==> src/rtl/ea_pkg.sv <==
package ea_pkg;
  typedef enum logic [3:0] {
    M_LIT     = 4'd0,
    M_DREG    = 4'd1,
    M_AREG    = 4'd2,
    M_IND     = 4'd3,
    M_POSTSTEP = 4'd4,
    M_PRESTEP = 4'd5,
    M_DISP    = 4'd6,
    M_IDX     = 4'd7,
    M_ABS     = 4'd8,
    M_PCDISP  = 4'd9,
    M_PCIDX   = 4'd10
  } eaMode_e;

  // strobes from control to datapath
  typedef struct packed {
    logic bankAddr;  // base read from address bank
    logic selBase;   // base term is the register
    logic selPc;     // base term is the pc
    logic addDisp;   // add sign-extended short displacement
    logic dispFull;  // add the full 32-bit value
    logic addIdx;    // add index term
    logic useLit;    // result is the literal
    logic sizeMask;  // result is register limited to size
    logic postStep;
    logic preStep;
    logic isAddr;
    logic err;
  } eaStrobe_t;
endpackage

==> src/rtl/ea_ctrl.sv <==
module ea_ctrl
  import ea_pkg::*;
(
  input  logic [3:0] mode,
  input  logic       reqCtrl,
  output eaStrobe_t  st
);
  always_comb begin
    st = '0;
    st.bankAddr = 1'b1;
    unique case (mode)
      M_LIT:      begin st.useLit = 1'b1; st.err = reqCtrl; end
      M_DREG:     begin st.sizeMask = 1'b1; st.bankAddr = 1'b0; st.err = reqCtrl; end
      M_AREG:     begin st.sizeMask = 1'b1; st.err = reqCtrl; end
      M_IND:      begin st.selBase = 1'b1; st.isAddr = 1'b1; end
      M_POSTSTEP: begin st.selBase = 1'b1; st.isAddr = 1'b1; st.postStep = 1'b1; st.err = reqCtrl; end
      M_PRESTEP:  begin st.selBase = 1'b1; st.isAddr = 1'b1; st.preStep = 1'b1; st.err = reqCtrl; end
      M_DISP:     begin st.selBase = 1'b1; st.addDisp = 1'b1; st.isAddr = 1'b1; end
      M_IDX:      begin st.selBase = 1'b1; st.addDisp = 1'b1; st.addIdx = 1'b1; st.isAddr = 1'b1; end
      M_ABS:      begin st.dispFull = 1'b1; st.isAddr = 1'b1; end
      M_PCDISP:   begin st.selPc = 1'b1; st.addDisp = 1'b1; st.isAddr = 1'b1; end
      M_PCIDX:    begin st.selPc = 1'b1; st.addDisp = 1'b1; st.addIdx = 1'b1; st.isAddr = 1'b1; end
      default:    st.err = 1'b1;
    endcase
    if (st.err) begin
      st.postStep = 1'b0;
      st.preStep  = 1'b0;
      st.isAddr   = 1'b0;
    end
  end
endmodule

==> src/rtl/ea_dpath.sv <==
module ea_dpath
  import ea_pkg::*;
#(
  parameter int DATA_W = 32,
  parameter int DISP_W = 16,
  parameter int REG_W  = 3
) (
  input  logic              clk,
  input  logic              rstN,
  input  logic              reqValid,
  input  eaStrobe_t         st,
  input  logic [1:0]        opSize,
  input  logic [DATA_W-1:0] disp,
  input  logic              idxLong,
  input  logic [REG_W-1:0]  baseReg,
  input  logic [DATA_W-1:0] pc,
  input  logic [DATA_W-1:0] rfBaseData,
  input  logic [DATA_W-1:0] rfIdxData,
  output logic              rspValid,
  output logic              rspIsAddr,
  output logic              rspErr,
  output logic [DATA_W-1:0] rspData,
  output logic              wbValid,
  output logic [REG_W-1:0]  wbReg,
  output logic [DATA_W-1:0] wbData
);
  localparam int HALF_W = DATA_W / 2;

  logic [DATA_W-1:0] step, dispExt, idxVal, baseTerm, dispTerm, idxTerm;
  logic [DATA_W-1:0] sumAddr, stepped, masked, result;

  always_comb begin
    unique case (opSize)
      2'd0:    step = DATA_W'(1);
      2'd1:    step = DATA_W'(2);
      default: step = DATA_W'(4);
    endcase
    dispExt  = {{(DATA_W-DISP_W){disp[DISP_W-1]}}, disp[DISP_W-1:0]};
    idxVal   = idxLong ? rfIdxData : {{(DATA_W-HALF_W){rfIdxData[HALF_W-1]}}, rfIdxData[HALF_W-1:0]};
    baseTerm = st.selPc ? pc : (st.selBase ? rfBaseData : '0);
    dispTerm = st.dispFull ? disp : (st.addDisp ? dispExt : '0);
    idxTerm  = st.addIdx ? idxVal : '0;
    sumAddr  = baseTerm + dispTerm + idxTerm;
    stepped  = st.preStep ? rfBaseData - step : rfBaseData + step;
    unique case (opSize)
      2'd0:    masked = {{(DATA_W-8){1'b0}}, rfBaseData[7:0]};
      2'd1:    masked = {{(DATA_W-HALF_W){1'b0}}, rfBaseData[HALF_W-1:0]};
      default: masked = rfBaseData;
    endcase
    if (st.err)           result = '0;
    else if (st.useLit)   result = disp;
    else if (st.sizeMask) result = masked;
    else if (st.preStep)  result = stepped;
    else                  result = sumAddr;
  end

  always_ff @(posedge clk) begin
    if (!rstN) begin
      rspValid  <= 1'b0;
      rspIsAddr <= 1'b0;
      rspErr    <= 1'b0;
      rspData   <= '0;
      wbValid   <= 1'b0;
      wbReg     <= '0;
      wbData    <= '0;
    end else begin
      rspValid <= reqValid;
      wbValid  <= reqValid && (st.postStep || st.preStep);
      if (reqValid) begin
        rspIsAddr <= st.isAddr;
        rspErr    <= st.err;
        rspData   <= result;
        wbReg     <= baseReg;
        wbData    <= (st.postStep || st.preStep) ? stepped : '0;
      end
    end
  end
endmodule

==> src/rtl/ea_unit.sv <==
module ea_unit
  import ea_pkg::*;
(
  input  logic        clk,
  input  logic        rstN,
  input  logic        reqValid,
  input  logic        reqCtrl,
  input  logic [3:0]  mode,
  input  logic [2:0]  baseReg,
  input  logic        idxIsAddr,
  input  logic [2:0]  idxReg,
  input  logic        idxLong,
  input  logic [31:0] disp,
  input  logic [1:0]  opSize,
  input  logic [31:0] pc,
  output logic [3:0]  rfBaseSel,
  input  logic [31:0] rfBaseData,
  output logic [3:0]  rfIdxSel,
  input  logic [31:0] rfIdxData,
  output logic        rspValid,
  output logic        rspIsAddr,
  output logic        rspErr,
  output logic [31:0] rspData,
  output logic        wbValid,
  output logic [2:0]  wbReg,
  output logic [31:0] wbData
);
  eaStrobe_t st;

  ea_ctrl u_ctrl (.mode(mode), .reqCtrl(reqCtrl), .st(st));

  assign rfBaseSel = {st.bankAddr, baseReg};
  assign rfIdxSel  = {idxIsAddr, idxReg};

  ea_dpath #(.DATA_W(32), .DISP_W(16), .REG_W(3)) u_dpath (
    .clk(clk), .rstN(rstN), .reqValid(reqValid), .st(st), .opSize(opSize),
    .disp(disp), .idxLong(idxLong), .baseReg(baseReg), .pc(pc),
    .rfBaseData(rfBaseData), .rfIdxData(rfIdxData),
    .rspValid(rspValid), .rspIsAddr(rspIsAddr), .rspErr(rspErr), .rspData(rspData),
    .wbValid(wbValid), .wbReg(wbReg), .wbData(wbData)
  );
endmodule

==> config.mk <==
export PLATFORM = sky130hd
export DESIGN_NAME = ea_unit
export DESIGN_NICKNAME = d
export VERILOG_FILES = /design/src/rtl/ea_pkg.sv /design/src/rtl/ea_ctrl.sv /design/src/rtl/ea_dpath.sv /design/src/rtl/ea_unit.sv
export SDC_FILE = /design/constraint.sdc
export NUM_CORES = 1
export LEC_CHECK = 0
export BUFFER_PORTS_ARGS = -buffer_cell sky130_fd_sc_hd__buf_2
export CAP_MARGIN = 20
export CORE_AREA = 3 3 137 126
export CTS_BUF_LIST = sky130_fd_sc_hd__clkbuf_8
export DETAILED_ROUTE_END_ITERATION = 16
export DIE_AREA = 0 0 140 129
export PLACE_DENSITY_LB_ADDON = 0.2
export SLEW_MARGIN = 20
export SYNTH_ARGS = -nofsm -noshare
export SYNTH_HDL_FRONTEND = slang
export SYNTH_SLANG_ARGS = --single-unit
==> constraint.sdc <==
create_clock -name clk -period 11.7 [get_ports clk]
set_clock_uncertainty 0.05 [all_clocks]
set_input_delay 0.585 -clock clk [delete_from_list [all_inputs] [get_ports clk]]
set_output_delay 0.585 -clock clk [all_outputs]
set_load 0.01 [all_outputs]
==> flow_summary.toml, run 1 <==
[status]
status = "complete, no violations"

[timing]
fin_crit_sh_pct = 48.30
tightest_slew_ns = 1.157
hold_viol = 0
clock.fmax_mhz = 177.0
min_period_ns = 5.651
relSlewSlack_pct = 22.55
rsz0062_at_grt = "false"
worst_slack_ns = 6.049
setup_violations = 0
setup_tns_ns = 0
drv_slew = 0

[yosys]
synth_warnings = 0
ys_ff_latch = 71
synth_nets = 1297
synth.avg_cell_area_sq_um = 7.502
yosysSeqAreaShare_pct = 17.94
synthFlopType = "dfxtp_1"
synth.distinct_cells = 79
syn_inst = 1056
ys_async_sr_fraction_pct = 0
syn-cell-area_sq_um = 7923
synth_edf_count = 0

[routing]
num_vias = 8668
via_per_inst = 5.982
drtPass1Iterations = 8
wire_per_inst_um = 19.59
drc = 0
drt_iter0_markers = 835
postRouteAntennaNets = 0
wl_um = 28390

[layout]
drive_above_1_share_pct = 21.74
area_growth_pct = 17.89
nets = 1478
diodes = 0
nFillCells = 1548

[global_routing]
use_met2_pct = 50.01
grt_max_degree = 41
use_met3_pct = 6.057
antenna_found_initial = 0
busiest_layer = "met2"
grtUsageMet1_pct = 42.72
overflow = 0
grt_usage_pct = 30.76
grt_pass1_vias = 8319
grt_pass1_wl_um = 44530

[power_and_ir_drop]
power_w = 0.0008402
p_per_area_nw_per_um2 = 89.95
ir_drop_mv = 0.07238
p_leak_nw = 4.688

[worst_hold_path]
hp-class = "flop to flop"

[worst_setup_path]
crit_arrival_ns = 5.87
cp-end-kind = "flop"
critPathMaxStageDelay_ns = 0.60
crit_type = "primary input to flop"
crit_required_ns = 11.92
cp_slowest_cell = "a311oi_1"
crit_fanout = 31
critPathLaunchType = "primary input"
cp_cell_sequence = "buf_2, inv_1, or3_1, o21ai_0, and2_1, buf_4, nand2_1, fa_1, inv_1, ha_1, fa_1, a211o_1, o211ai_1, a22oi_1, a31oi_2, a211oi_2, a311oi_1, o21ai_1, xnor2_1, a221oi_1, o21ai_0"

[run]
drv_cap = 0

[placed_design]
portBuffers = 216
dp_worst_setup_slack_ns = 5.752
gp_congestion = 0.9521
dp_hpwl_um = 21460

[die]
fp.dieH_um = 129
fp-row-count = 44
start_util_pct = 49.62
dieArea_sq_um = 18060
core_sq_um = 15970
io_pins = 225
dieWidth_um = 140

[cts]
cts.root.buffer_cell = "clkbuf_8"
cts-htree-levels = 3
insertion_delay_ns = 0.38
clockBufferDepth = 2
cts.clk_slew.worst_paths_ns = 0.08
post_cts_buffers = 0
cts_sinks = 71
cts_hold_buf = 0
cts_resized = 0
numCtsBuffers = 9
cts_tree = "built"
-- layer usage --
| metal | wire (um) | vias up |
|---|---|---|
| met1 | 12510 | 4077 |
| met4 | 296 | 0 |
| li1 | - | 4129 |
| met3 | 2600 | 33 |
| met2 | 12980 | 429 |
| met5 | 0 | - |
-- where the power goes --
part	internal, W	switching [W]
sequential	0.000252	0.00000596
clock	0.000153	0.000110
combinational	0.000127	0.000191
-- sequential cells by signal, indices dropped and copies added, names as in the netlist --
| name | flops |
|---|---|
| u_dpath.rspData | 32 |
| u_dpath.rspErr | 1 |
| u_dpath.rspIsAddr | 1 |
| u_dpath.rspValid | 1 |
| u_dpath.wbData | 32 |
| u_dpath.wbReg | 3 |
| u_dpath.wbValid | 1 |
-- cells in the final DEF, fill, tap and decap left out, types with 6 or more instances in the layout --
master and count:
a211oi_1 10, o21bai_1 9, nor2_1 41, clkbuf_8 11, nor3_1 15, dfxtp_1 71, a21oi_1 84, nor2b_1 8
ha_1 62, o211ai_1 10, xor2_1 17, a22oi_1 38, buf_2 216, a221oi_1 10, a22o_1 24, inv_1 84
buf_4 15, fa_1 33, a21o_1 20, a31oi_1 26, o21ai_0 86, xnor2_1 42, mux2i_1 6, nand2b_1 15
nand3_1 13, nand2_1 176
-- final cells by class --
cell class	count	area [sq um]	area share (%)
clock buffers	11	151.4	1.621
multi-input cells	839	5892	63.08
clock inverters	5	103.9	1.112
flip-flops and latches	71	1421	15.22
repair buffers	231	1194	12.78
well taps	207	259.0	2.773
inverters	85	319.1	3.416
-- cell families after synthesis --
group | after synthesis | synth area share (%)
adders and majority gates | 95 | 18.13
and+or+nand+nor | 301 | 16.52
muxes | 7 | 0.9475
buffers and inverters | 146 | 7.959
DFF | 71 | 17.94
xor gates and xnor gates | 59 | 6.522
AOI/OAI and AO/OA | 377 | 31.98
-- critical path: cells and delay by family --
family	cells	cell delay, ns
xor+xnor	1	0.15
simple gates	3	0.67
fa+ha+maj	3	1.23
compound gates	10	2.49
buf+inv	4	0.72
-- per-stage QoR --
step / instances / area [sq um] / hold slack [ns] / util, %
final: 1449 / 9340 / 0.3884 / 58.50
after global placement: 1433 / 9085 / 0.3696 / 56.90
after floorplan: 1056 / 7923 / 0.4125 / -
after detailed placement: 1433 / 9085 / 0.3801 / 56.90
after CTS: 1449 / 9340 / 0.3917 / 58.50
after global routing: 1449 / 9340 / 0.4020 / 58.50
-- synth_stat cells, types with 17 or more instances --
cell type | number | area share, %
nand2_1 | 176 | 8.3
o21ai_0 | 86 | 5.4
a21oi_1 | 84 | 5.3
inv_1 | 84 | 4.0
dfxtp_1 | 71 | 18
ha_1 | 62 | 9.8
nor2_1 | 42 | 2.0
xnor2_1 | 42 | 4.6
clkbuf_1 | 40 | 1.9
a22oi_1 | 38 | 3.6
fa_1 | 33 | 8.3
a31oi_1 | 26 | 2.1
a22o_1 | 24 | 2.7
a21o_1 | 20 | 1.9
xor2_1 | 17 | 1.9
-- worst paths after layout --
kind | startpoint | to | slack (ns) | cells after the start
max | mode[3] | u_dpath.rspData[29]$_SDFFE_PN0P_ | 6.05 | 21
min | u_dpath.rspData[2]$_SDFFE_PN0P_ | u_dpath.rspData[2]$_SDFFE_PN0P_ | 0.39 | 2
max reg2reg | u_dpath.rspData[24]$_SDFFE_PN0P_ | u_dpath.rspData[24]$_SDFFE_PN0P_ | 10.62 | 3
min reg2reg | u_dpath.rspData[2]$_SDFFE_PN0P_ | u_dpath.rspData[2]$_SDFFE_PN0P_ | 0.39 | 2
No activity file was read; power rests on OpenSTA's default activity.
==> inputs of run 2 (changes only) <==
==> constraint.sdc (replaced) <==
create_clock -name clk -period 5.3 [get_ports clk]
set_clock_uncertainty 0.05 [all_clocks]
set_input_delay 0.265 -clock clk [delete_from_list [all_inputs] [get_ports clk]]
set_output_delay 0.265 -clock clk [all_outputs]
set_load 0.01 [all_outputs]
==> flow_summary.toml, run 2 (synthesized netlist as in run 1, its figures left out) <==
[status]
status = "complete, no violations"

[timing]
tightest_slew_ns = 1.037
relSlewSlack_pct = 30.46
min_period_ns = 4.829
hold_viol = 0
fin_crit_sh_pct = 91.11
clock.fmax_mhz = 207.1
drv_slew = 0
rsz0062_at_grt = "false"
setup_tns_ns = 0
setup_violations = 0

[routing]
postRouteAntennaNets = 0
wire_per_inst_um = 19.83
via_per_inst = 6.001
num_vias = 8737
drc = 0
wl_um = 28870
drt_iter0_markers = 815
drtPass1Iterations = 5

[global_routing]
grt_max_degree = 39
grt_usage_pct = 30.80
overflow = 0
grt_pass1_wl_um = 44270
grt_pass1_vias = 8208
antenna_found_initial = 0

[worst_setup_path]
cp-end-kind = "flop"
critPathBufInv = 4
cp_cell_sequence = "buf_2, inv_1, or3_1, o21ai_0, and2_1, buf_4, nand2_1, fa_1, inv_1, fa_1, a211o_1, o211ai_1, a22oi_1, a31oi_2, a211oi_2, a311oi_1, o21ai_1, xnor2_1, a221oi_1, o21ai_0"
ff2ff_path_depth = 4
critPathMaxStageDelay_ns = 0.59
timing.rr.start = "u_dpath.rspData[28]$_SDFFE_PN0P_"
critPathLaunchType = "primary input"
r2r_slack_ns = 4.22
reg2reg_to = "u_dpath.rspData[28]$_SDFFE_PN0P_"
crit_required_ns = 5.52
critPathTopFamily = "compound AO/OA/AOI/OAI gates"
crit_arrival_ns = 5.04
crit_fanout = 12
cp_slowest_cell = "a311oi_1"
crit_type = "primary input to flop"
startpoint = "mode[3]"

[worst_hold_path]
hp-class = "primary input to flop"
min_from = "disp[20]"
holdPathStages = 3
worstHoldEndpoint = "u_dpath.rspData[20]$_SDFFE_PN0P_"

[power_and_ir_drop]
internal_power_w = 0.001115
ir_drop_mv = 0.1099
seqPwrFrac_pct = 31.7
swShare_pct = 37.90
p_leak_nw = 4.706
combinationalPowerShare_pct = 39.3
p_per_area_nw_per_um2 = 191.9
clockPowerShare_pct = 29.0
p_sw_w = 0.0006807

[cts]
cts_resized = 0
cts.root.buffer_cell = "clkbuf_8"
cts_hold_buf = 0
cts_tree = "built"
cts.clk_slew.worst_paths_ns = 0.09
post_cts_buffers = 0
cts_sinks = 71
cts-htree-levels = 3
clockBufferDepth = 2
numCtsBuffers = 9
insertion_delay_ns = 0.38

[placed_design]
gp_congestion = 0.9674
dp_hpwl_um = 22340
portBuffers = 216
place_area_sq_um = 9138

[die]
dieArea_sq_um = 18060
fp-row-count = 44
start_util_pct = 49.62
io_pins = 225
fp.dieH_um = 129
dieWidth_um = 140
core_sq_um = 15970

[layout]
area_growth_pct = 18.15
drive_above_1_share_pct = 22.10
mostFrequentLayoutCells = "buf_2, nand2_1, o21ai_0"
diodes = 0
reg_top3 = "u_dpath.rspData: 32 flops, u_dpath.wbData: 32 flops, u_dpath.wbReg: 3 flops"
layout_commonest_cell = "buf_2"
nets = 1485
fin_area_sq_um = 9360

[run]
drv_cap = 0
[run 2: changes by cell type in the layout (fill, tap and decap cells not counted)]
cell / previous run / this run
clkbuf_8: 11 / 10
clkinvlp_4: 0 / 1
bufinv_16: 3 / 2
inv_1: 84 / 85
buf_4: 15 / 22
[run 2: area by class of cell]
| cell class | count | area, sq um |
|---|---|---|
| flip-flops and latches | 71 | 1421 |
| fillers | 1605 | 6605 |
| repair buffers | 238 | 1246 |
| multi-input cells | 839 | 5892 |
| well taps | 207 | 259.0 |
| clock buffers | 10 | 137.6 |
| clock inverters | 6 | 85.08 |
| inverters | 85 | 319.1 |
[run 2: through the flow]
stage	setup slack [ns]	std cells	hold slack [ns]	utilization, %	total power, W
6_report	0.4710	1456	0.08830	58.63	0.001796
5_1_grt	0.1592	1456	0.1159	58.63	0.001897
4_1_cts	0.5700	1456	0.07208	58.63	0.001792
3_3_place_gp	0.3511	1440	0.3726	57.23	0.001272
3_5_place_dp	0.1872	1440	0.3823	57.23	0.001273
2_1_floorplan	0.2094	1056	0.3432	-	0.001049
[run 2: worst reg2reg max path, stage by stage, from the launching register on]
cell,delay [ns]
dfxtp_1,0.33
a32oi_1,0.24
nand3_1,0.12
mux2i_1,0.17
a21oi_1,0.06
[run 2: per-layer routing]
layer  GRT usage (%)  up-vias  share of wire (%)
li1                -     4153                  -
met1           42.25     4060                 44
met4           9.459        0                2.4
met3           5.760       63                9.4
met2           49.59      461                 45
met5               0        -                  0
[run 2: worst max path at each step]
stage	endpoint	slack, ns	cells past startpoint
6_report	u_dpath.rspData[29]$_SDFFE_PN0P_	0.47	20
5_1_grt	u_dpath.rspData[29]$_SDFFE_PN0P_	0.16	20
4_1_cts	u_dpath.rspData[29]$_SDFFE_PN0P_	0.57	20
3_5_place_dp	u_dpath.rspData[29]$_SDFFE_PN0P_	0.19	20
3_3_place_gp	u_dpath.rspData[29]$_SDFFE_PN0P_	0.35	20
2_1_floorplan	u_dpath.rspData[29]$_SDFFE_PN0P_	0.21	22
[run 2: power groups by stage]
stage | logic [W] | registers, W | clock network (W)
final | 0.000705 | 0.000570 | 0.000521
after global routing | 0.000776 | 0.000573 | 0.000548
after global placement | 0.000691 | 0.000581 | 0
after floorplan | 0.000457 | 0.000592 | 0
after detailed placement | 0.000691 | 0.000582 | 0
after CTS | 0.000695 | 0.000570 | 0.000527
==> inputs of run 3 (changes only) <==
--- a/config.mk
+++ b/config.mk
@@ -5,12 +5,15 @@
 export SDC_FILE = /design/constraint.sdc
 export NUM_CORES = 1
 export LEC_CHECK = 0
+export ABC_AREA = 1
 export BUFFER_PORTS_ARGS = -buffer_cell sky130_fd_sc_hd__buf_2
 export CAP_MARGIN = 20
-export CORE_AREA = 3 3 137 126
+export CORE_AREA = 3 3 150 137
 export CTS_BUF_LIST = sky130_fd_sc_hd__clkbuf_8
 export DETAILED_ROUTE_END_ITERATION = 16
-export DIE_AREA = 0 0 140 129
+export DIE_AREA = 0 0 153 140
+export GPL_ROUTABILITY_DRIVEN = 1
+export GPL_TIMING_DRIVEN = 0
 export PLACE_DENSITY_LB_ADDON = 0.2
 export SLEW_MARGIN = 20
 export SYNTH_ARGS = -nofsm -noshare
==> flow_summary.toml, run 3 <==
[status]
status = "complete, no violations"

[yosys]
yosys.area_share.adder_pct = 15.17
yosysMostFrequentCell = "nand2_1"
synthSimpleGateAreaFrac_pct = 38.75
synth_top_area_share_pct = 24.22
yosysSeqAreaShare_pct = 15.01
synth_top_area_cell = "nand2_1"
ys_ff_latch = 71
synthFlopType = "dfxtp_1"
synth.distinct_cells = 37
synth_top_family_by_area = "simple AND/OR/NAND/NOR gates"
synth.avg_cell_area_sq_um = 5.681
ys_async_sr_fraction_pct = 0
synthMuxAreaShare_pct = 0
synthXorXnorAreaFrac_pct = 2.220
synth_compound_gate_area_share_pct = 15.04
syn-cell-area_sq_um = 9470
synth_nets = 1908
synth.area.top_cells = "nand2_1, dfxtp_1, inv_1"
ys_top_cells_by_count = "nand2_1, inv_1, nor2_1"
syn_inst = 1667
synth_warnings = 0
synth_edf_count = 0

[worst_setup_path]
critPathMaxStageDelay_ns = 0.57
worst_path_most_repeated_cell = "nand2_1"
cp_cell_sequence = "buf_2, inv_2, nor2_2, nand2_1, nand2_1, clkbuf_1, nand2_1, fa_1, inv_1, ha_1, fa_1, nand3_1, nand3_1, nand3_1, nand3_1, nand2_1, nand2_1, nand2_1, nand3_1, nand3_1, nand2_1, nand2_1, nand2_1"
crit_arrival_ns = 4.56
crit_required_ns = 5.54
crit_type = "primary input to flop"
cp-end-kind = "flop"
cp_slowest_cell = "fa_1"
crit_fanout = 10
critPathLaunchType = "primary input"

[routing]
wire_per_inst_um = 18.24
drt_iter0_markers = 1092
wl_um = 39250
via_per_inst = 5.406
drtPass1Iterations = 6
num_vias = 11630
postRouteAntennaNets = 0
drc = 0

[layout]
layout_commonest_cell = "nand2_1"
mostFrequentLayoutCells = "nand2_1, inv_1, buf_2"
area_growth_pct = 16.83
multi_input_area_sq_um = 6740
nets = 2138
diodes = 0
finalNonFillerCells = 2152
reg_top3 = "u_dpath.rspData: 32 flops, u_dpath.wbData: 32 flops, u_dpath.wbReg: 3 flops"
nFillCells = 2056
fin_area_sq_um = 11060
drive_above_1_share_pct = 14.51
regArea_sq_um = 1421

[cts]
cts-htree-levels = 3
post_cts_buffers = 0
insertion_delay_ns = 0.39
clockBufferDepth = 2
cts_sinks = 71
cts_resized = 0
cts.clk_slew.worst_paths_ns = 0.09
cts_hold_buf = 0
numCtsBuffers = 9
cts.root.buffer_cell = "clkbuf_8"
cts_tree = "built"

[placed_design]
portBuffers = 219
place_area_sq_um = 10880
gp_congestion = 1.017
dp_hpwl_um = 33290
dp_worst_setup_slack_ns = 0.6716
dp_cells = 2136

[power_and_ir_drop]
combinationalPowerShare_pct = 44.2
p_leak_nw = 6.604
seqPwrFrac_pct = 31.4
internal_power_w = 0.001008
ir_drop_mv = 0.1290
clockPowerShare_pct = 24.4
swShare_pct = 44.51
p_sw_w = 0.0008086
p_per_area_nw_per_um2 = 164.2

[global_routing]
antenna_found_initial = 2
grt_usage_pct = 35.38
grt_pass1_wl_um = 59240
overflow = 0
grt_pass1_vias = 10600
grt_max_degree = 24

[timing]
fin_crit_sh_pct = 81.51
hold_viol = 0
relSlewSlack_pct = 49.65
drv_slew = 0
min_period_ns = 4.320
tightest_slew_ns = 0.7553
holdWs_ns = 0.06530
setup_tns_ns = 0
clock.fmax_mhz = 231.5
rsz0062_at_grt = "false"
setup_violations = 0
worst_slack_ns = 0.9799

[die]
dieArea_sq_um = 21420
core_sq_um = 19160
fp.dieH_um = 140
dieWidth_um = 153
io_pins = 225
fp-row-count = 48
start_util_pct = 49.43

[worst_hold_path]
hp-class = "primary input to flop"

[run]
drv_cap = 0
[run 3: cell count changes after synthesis, moves of 15 or more]
cell / change
nand2_1: +435
inv_1: +187
nand3_1: +110
nor2_1: +95
a22oi_1: -38
o21ai_0: -30
xnor2_1: -24
a32oi_1: +20
a22o_1: -16
nand2b_1: -15
[run 3: area by class of cell]
| class | count | area share (%) |
|---|---|---|
| Buffer | 56 | 2.363 |
| Clock buffer | 9 | 1.120 |
| Clock inverter | 7 | 0.5541 |
| Inverter | 279 | 9.465 |
| Multi-Input combinational cell | 1261 | 60.92 |
| Sequential cell | 71 | 12.85 |
| Tap cell | 250 | 2.827 |
| Timing Repair Buffer | 219 | 9.906 |
[run 3: path summary, 6_finish.rpt]
path,startpoint,end,slack (ns),cells after the start
setup reg to reg,u_dpath.wbData[27]$_SDFFE_PN0P_,u_dpath.wbData[27]$_SDFFE_PN0P_,4.59,1
setup / recovery,mode[3],u_dpath.rspData[29]$_SDFFE_PN0P_,0.98,23
hold reg to reg,u_dpath.rspData[31]$_SDFFE_PN0P_,u_dpath.rspData[31]$_SDFFE_PN0P_,0.40,2
hold / removal,baseReg[0],u_dpath.wbReg[0]$_SDFFE_PN0P_,0.07,2
[run 3: cells by family after synthesis]
| logic type | Yosys count |
|---|---|
| buf+inv | 335 |
| xor+xnor | 24 |
| fa+ha+maj | 95 |
| simple gates | 908 |
| compound gates | 234 |
| flops | 71 |
[run 3: power groups by stage]
stage / Clock, W / Combinational (W) / Sequential [W]
after floorplan: 0 / 0.000483 / 0.000592
after global placement: 0 / 0.000777 / 0.000582
after detailed placement: 0 / 0.000783 / 0.000582
after CTS: 0.000439 / 0.000788 / 0.000570
after global routing: 0.000464 / 0.000885 / 0.000573
final: 0.000443 / 0.000803 / 0.000571
[run 3: stage by stage]
| step | utilization [%] | total power, W |
|---|---|---|
| 2_1_floorplan | - | 0.001075 |
| 3_3_place_gp | 56.79 | 0.001359 |
| 3_5_place_dp | 56.79 | 0.001365 |
| 4_1_cts | 57.75 | 0.001797 |
| 5_1_grt | 57.75 | 0.001922 |
| 6_report | 57.75 | 0.001817 |
[run 3: layer usage]
layer	wire (um)	GRT usage, %	up-vias	share of wire [%]
met5	24	0	-	0.061
met1	17060	49.04	5126	43
met2	16780	56.11	683	43
li1	-	-	5733	-
met3	4082	6.858	87	10
met4	1306	10.69	4	3.3
[run 3: worst max-delay path: cells and delay by family]
family	cells	cell delay (ns)
and+or+nand+nor	16	2.23
adders and majority gates	3	1.24
buffers and inverters	4	0.82
